`src/rtl/dz_pkg.sv`:
```
// Shared encoding for the double-zero / odd-parity detector.
// Bit 0 = ones-parity (1 = odd), bit 1 = single zero pending,
// bit 2 = a 00 pair has been seen. Pending and seen never coexist.
package dz_pkg;
    localparam int STATE_W  = 3;
    localparam int ODD_BIT  = 0;
    localparam int PEND_BIT = 1;
    localparam int SEEN_BIT = 2;

    typedef enum logic [STATE_W-1:0] {
        ST_EVEN      = 3'b000,
        ST_ODD       = 3'b001,
        ST_EVEN_Z    = 3'b010,
        ST_ODD_Z     = 3'b011,
        ST_EVEN_PAIR = 3'b100,
        ST_ODD_PAIR  = 3'b101
    } dz_state_e;
endpackage

```
`src/rtl/dz_next_state.sv`:
```
// Transition function of the detector.
// Assumes the current state is one of the six legal codes; any other code
// steers back to the reset state so the machine recovers on its own.
module dz_next_state
    import dz_pkg::*;
(
    input  dz_state_e cur_st,
    input  logic      bit_in,
    output dz_state_e nxt_st
);
    // Pick the successor state from the current state and input bit.
    always_comb begin
        case (cur_st)
            ST_EVEN:      nxt_st = bit_in ? ST_ODD       : ST_EVEN_Z;
            ST_ODD:       nxt_st = bit_in ? ST_EVEN      : ST_ODD_Z;
            ST_EVEN_Z:    nxt_st = bit_in ? ST_ODD       : ST_EVEN_PAIR;
            ST_ODD_Z:     nxt_st = bit_in ? ST_EVEN      : ST_ODD_PAIR;
            ST_EVEN_PAIR: nxt_st = bit_in ? ST_ODD_PAIR  : ST_EVEN_PAIR;
            ST_ODD_PAIR:  nxt_st = bit_in ? ST_EVEN_PAIR : ST_ODD_PAIR;
            default:      nxt_st = ST_EVEN;
        endcase
    end
endmodule

```
`src/rtl/dz_state_reg.sv`:
```
// State register with synchronous active-low reset to the even/no-pair state.
// Assumes rst_n is synchronous to clk.
module dz_state_reg
    import dz_pkg::*;
(
    input  logic      clk,
    input  logic      rst_n,
    input  dz_state_e nxt_st,
    output dz_state_e cur_st
);
    // Hold the machine state; reset wins over the computed successor.
    always_ff @(posedge clk) begin
        if (!rst_n) cur_st <= ST_EVEN;
        else        cur_st <= nxt_st;
    end
endmodule

```
`src/rtl/dz_out_decode.sv`:
```
// Moore output decode: the flag is a function of the state code alone.
// Assumes legal state codes; only the odd-parity, pair-seen state asserts.
module dz_out_decode
    import dz_pkg::*;
(
    input  dz_state_e cur_st,
    output logic      flag
);
    // Raise the flag only in the odd-parity state after a pair.
    always_comb flag = (cur_st == ST_ODD_PAIR);
endmodule

```
`src/rtl/odd_after_dz_detector.sv`:
```
// Top level: serial detector for "odd number of ones and a 00 pair seen".
// Assumes din is synchronous to clk and reset precedes the first data bit.
module odd_after_dz_detector
    import dz_pkg::*;
(
    input  logic clk,
    input  logic rst_n,
    input  logic din,
    output logic z_out
);
    dz_state_e state_q;
    dz_state_e state_d;

    dz_next_state u_next (
        .cur_st (state_q),
        .bit_in (din),
        .nxt_st (state_d)
    );

    dz_state_reg u_reg (
        .clk    (clk),
        .rst_n  (rst_n),
        .nxt_st (state_d),
        .cur_st (state_q)
    );

    dz_out_decode u_dec (
        .cur_st (state_q),
        .flag   (z_out)
    );
endmodule

```
`config.mk`:
```
export PLATFORM = sky130hd
export DESIGN_NAME = odd_after_dz_detector
export DESIGN_NICKNAME = d
export VERILOG_FILES = /design/src/rtl/dz_pkg.sv /design/src/rtl/dz_next_state.sv /design/src/rtl/dz_state_reg.sv /design/src/rtl/dz_out_decode.sv /design/src/rtl/odd_after_dz_detector.sv
export SDC_FILE = /design/constraint.sdc
export NUM_CORES = 1
export LEC_CHECK = 0
export BUFFER_PORTS_ARGS = -buffer_cell sky130_fd_sc_hd__buf_2
export CORE_AREA = 2 2 39 41
export DETAILED_ROUTE_END_ITERATION = 10
export DIE_AREA = 0 0 41 43
export PLACE_DENSITY = 0.3
export SETUP_SLACK_MARGIN = 0.05
export SKIP_CTS_REPAIR_TIMING = 1
export SYNTH_ARGS = -nofsm -noshare
export SYNTH_HDL_FRONTEND = slang
export SYNTH_HIERARCHICAL = 1
export SYNTH_SLANG_ARGS = --single-unit
export TNS_END_PERCENT = 30
```
`constraint.sdc`:
```
create_clock -name clk -period 1.05 [get_ports clk]
set_input_delay 0.105 -clock clk [delete_from_list [all_inputs] [get_ports clk]]
set_output_delay 0.105 -clock clk [all_outputs]
set_load 0.02 [all_outputs]
```
## Word-level counts from Yosys, hierarchy flattened

Index checks and enable logic that the tools add are counted.

- Word-level logic and storage cells: 14
- Bits in registers: 3
- Output and inout bits: 1

- Reduce and logical (&&, ||, !) cells: 1
- Mux-type cells: 7
- Equality and inequality tests: 5

Operator list:

| operator | number |
|---|---|
| case mux 3 bit (6 select lines) | 1 |
| == test 3 x 2 -> 1 bit (second input constant) | 2 |
| == test 3 bit (second input constant) | 2 |
| 2-to-1 mux 3 bit | 2 |
| 2-to-1 mux 2 bit | 2 |
| == test 3 x 1 -> 1 bit (second input constant) | 1 |
| logical NOT 3 bit | 1 |
| 2-to-1 mux 1 bit | 2 |

## Logic depth before layout (Yosys ltp)

- Depth in word-level cells: 2
- Mapped depth: 3
- Mapped depth without buffers: 3

## Hierarchy

Netlist, hierarchy kept.

By module, submodules not included:

| module | cells each | times used | seq. area each (um^2) | area an instance (um^2) |
|---|---|---|---|---|
| dz_state_reg | 6 | 1 | 60.1 | 78.8 |
| dz_next_state | 5 | 1 | 0.0 | 37.5 |
| dz_out_decode | 1 | 1 | 0.0 | 8.8 |

## Worst setup path before layout

OpenSTA, ideal clock, no wires.

- Path type: flip-flop to flip-flop
- Start: register u_reg.cur_st[1]
- End: register u_reg.cur_st[2]
- Period minus slack after synthesis: 0.902 ns
- Cell stages (with the launch flop): 3
- Setup slack: 0.148 ns
- Arrival: 0.787 ns
- Cell sequence: dfxtp_1 mux2_4 and2_1

- Word-level cells in the longest chain between the ends: 2
- Elaborated cells between the ends (all ways): 7
- Those cells by class: 5 x eq/ne; 1 x mux; 1 x reduce/logical

RTL lines:

| item | line | text |
|---|---|---|
| start: declaration | dz_state_reg.sv:9 | `output dz_state_e cur_st` |
| start signal: assignment | dz_state_reg.sv:14 | `else cur_st <= nxt_st;` |
| == test 3 bit, or another cell as far along | dz_next_state.sv:13 | `case (cur_st)` |
| case mux 3 bit (6 select lines) * | dz_next_state.sv:13 |  |
| named net state_d[2] | odd_after_dz_detector.sv:12 | `dz_state_e state_d;` |

The timed path passes the listed nets; every way through them passes the cells marked *.
A chain may end at the register's enable or synchronous reset.

## Worst setup path in the final report

- Start: register u_reg.cur_st[1]
- End: output z_out

- Word-level cells in the longest chain between the ends: 1

RTL lines:

| item | line | text |
|---|---|---|
| == test 3 bit | dz_out_decode.sv:10 | `always_comb flag = (cur_st == ST_ODD_PAIR);` |
| end: declaration | odd_after_dz_detector.sv:9 | `output logic z_out` |

Every way passes these cells.

==> run_results.csv <==
group,metric,value,unit
logic_synthesis,synth-adder-area-share,0,
finish,diodes,0,
die,initial_utilization,0.0904,
run,maxCapViolCount,0,
global_route,track_usage,0.0351,
finish,fillCellCount,161,
die,fp-row-count,14,
critical_path,critical_path_required,0.94,ns
logic_synthesis,main_combinational_cell_family_by_area_after_synthesis,"simple AND/OR/NAND/NOR gates",
timing,rsz0062_at_grt,"yes",
logic_synthesis,yosys.area_share.xor_xnor,0.0700,
drt,detail_route.wl_per_cell,6.06,um
timing,setup_viol_count_final,0,
power,power_density,1850,nW/um2
logic_synthesis,netlist_area,125,um2
cts,cts_buffers,3,
critical_path,critical_path.max_fanout,4,
critical_path,worstSetupPathType,"reg2out",
global_route,grt_remaining_overflow,0,
drt,detail_route.vias_per_cell,2.74,
logic_synthesis,fraction_of_synthesized_area_in_multiplexers,0.120,
logic_synthesis,post_synth_inst_count,12,
critical_path,critical_path.endpoint_type,"output pin",
cts,cts_tree,"done",
global_route,grt_first_pass_wirelength,365,um
logic_synthesis,simple_logic_cell_fraction_of_the_synthesized_area,0.290,
drt,remaining_drc_errors,0,
global_route,antenna_found_initial,0,
finish,registers.top_by_ff_count,"u_reg/cur_st",
logic_synthesis,yosys.cell_types.count,8,
drt,first_pass_iters,2,
logic_synthesis,warning_count_from_the_yosys_run,6,
logic_synthesis,share_of_the_synthesized_area_in_compound_gates_ao_oa_aoi_oai,0.0400,
logic_synthesis,synth_area_per_inst,10.4,um2
die,design.core.area,1380,um2
finish,post-route-cell-area,195,um2
logic_synthesis,synth.net_count,15,
finish,layout-drive-gt1-share,0.474,
finish,nNetsFinal,23,
critical_path,largest_stage_delay_worst_path,0.33,ns
placement,postPlaceCellArea,160,um2
logic_synthesis,netlist_top_cells_area,"sky130_fd_sc_hd__dfxtp_1 48%, sky130_fd_sc_hd__and2_1 15%, sky130_fd_sc_hd__mux2_4 12%",
die,floorplan.die.height,43,um
finish,most-common-layout-cells,"3 x sky130_fd_sc_hd__clkbuf_4, 3 x sky130_fd_sc_hd__and2_1, 2 x sky130_fd_sc_hd__buf_2, 2 x sky130_fd_sc_hd__dfxtp_2",
logic_synthesis,ys_seq_elements,3,
timing,largest_clock_skew_in_the_final_design,0.00100,ns
critical_path,crit_path_start_kind,"register",
finish,largestRegisters,"u_reg/cur_st (3)",
die,die_ar,1760,um2
finish,largest_register_ffs,3,
logic_synthesis,synth-seq-area-share,0.480,
global_route,grt_pass1_vias,92,
critical_path,cp_slowest_cell,"sky130_fd_sc_hd__dfxtp_2",
cts,root_buffer,"sky130_fd_sc_hd__clkbuf_4",
timing,setup_total_negative_slack,0,ns
timing,slew_headroom,0.891,
logic_synthesis,yosys.area.top_type,"sky130_fd_sc_hd__dfxtp_1",
hold_path,min-delay-path-class,"in2reg",
timing,final_hold_viol_count,0,
timing,report.final.slew_viol_count,0,
finish,multiInputGateArea,65.1,um2
cts,cts.htree.levels,1,
power,power_leakage,0.0828,nW
timing,fmax,0.990,GHz
placement,last_weighted_congestion_value_of_the_routability_driven_placer,0.597,
timing,fin_crit,1.01,ns
finish,register_area,62.6,um2
drt,drt.antenna.violating_nets,0,
logic_synthesis,yosys.area.top_type_share,0.480,
global_route,pin_count_of_the_biggest_net_entering_global_routing,6,
timing,timing.final.crit_share,0.962,
run_status,outcome,"complete, no violations",
cts,clock_insertion_delay_worst_skew,0.23,ns
cts,cts_num_sinks,3,
placement,place_hpwl,163,um
critical_path,crit_arrival,0.91,ns
die,pin_count,4,
critical_path,critical-path-top-delay-family,"flip-flops",
cts,clk_pin_slew,0.04,ns
finish,area_delta_synth_final,56.0,%
cts,buffer_levels_on_the_longest_clock_path,2,
die,die_w,41,um
power,vdd_drop_max,0.444,mV
critical_path,worstPathBufferInverterCount,1,
drt,detail_route.wirelength,212,um
placement,place.port_buffers,3,
drt,dr.first_iter.drc_count,1,
drt,detailroute.via_count,96,
critical_path,critical_path.cell_chain,"and3b_1 -> buf_6",
timing,worst_slew_pin_slew,0.162,ns
==> worst register-to-register path, stage by stage (launching register included) <==
cell	delay (ns)
sky130_fd_sc_hd__dfxtp_2	0.35
sky130_fd_sc_hd__mux2_4	0.30
sky130_fd_sc_hd__and2_1	0.15
==> power by group <==
group	leakage, nW	total, W	internal (W)	switching [W]
registers	0.0255	0.000132	0.000124	0.00000715
clock network	0.0150	0.000198	0.000142	0.0000557
logic	0.0423	0.0000310	0.0000204	0.0000106
==> worst paths after layout <==
kind                                   start                    endpoint  slack, ns  cells after the start
setup reg to reg  u_reg/cur_st[1]$_SDFF_PN0_  u_reg/cur_st[2]$_SDFF_PN0_       0.14                      2
setup / recovery  u_reg/cur_st[1]$_SDFF_PN0_                       z_out       0.04                      2
hold / removal                         rst_n  u_reg/cur_st[2]$_SDFF_PN0_        0.1                      2
hold reg to reg   u_reg/cur_st[2]$_SDFF_PN0_  u_reg/cur_st[1]$_SDFF_PN0_       0.56                      2
==> area by class of cell <==
| class | count | area share |
|---|---|---|
| multi-input combinational | 9 | 0.333 |
| sequential | 3 | 0.321 |
| clock buffer | 4 | 0.135 |
| timing repair buffer | 3 | 0.109 |
| tap | 16 | 0.103 |
==> through the flow <==
stage	util	total power, W	setup WS (ns)	instances	hold WS, ns
global placement	0.116	0.000163	0.114	31	0.333
finish	0.141	0.000360	0.0397	35	0.0964
global route	0.141	0.000393	0.00712	35	0.107
floorplan	-	0.000153	0.148	12	0.227
detailed placement	0.116	0.000162	0.112	31	0.335
CTS	0.135	0.000372	-0.0217	35	0.0906
==> layer usage <==
| layer | vias up | track usage | part of all wire |
|---|---|---|---|
| li1 | 53 | - | - |
| met1 | 39 | 0.0481 | 0.58 |
| met2 | 4 | 0.0250 | 0.26 |
| met3 | 0 | 0.0471 | 0.15 |
| met4 | 0 | 0.0200 | 0 |
| met5 | - | 0 | 0 |
==> cell usage after synthesis (all sizes together) <==
library cell,count
dfxtp,3
and3b,1
and2,3
mux2,1
nor3,1
a21oi,1
xnor2,1
nor2,1
==> cells by family (layout without fill, tap and decap cells) <==
| kind of cell | Yosys count | after routing |
|---|---|---|
| mux | 1 | 1 |
| xor+xnor | 1 | 1 |
| compound gates | 1 | 1 |
| buf+inv | 0 | 7 |
| simple gates | 6 | 6 |
| flops | 3 | 3 |
No activity file was read; power rests on OpenSTA's default activity.
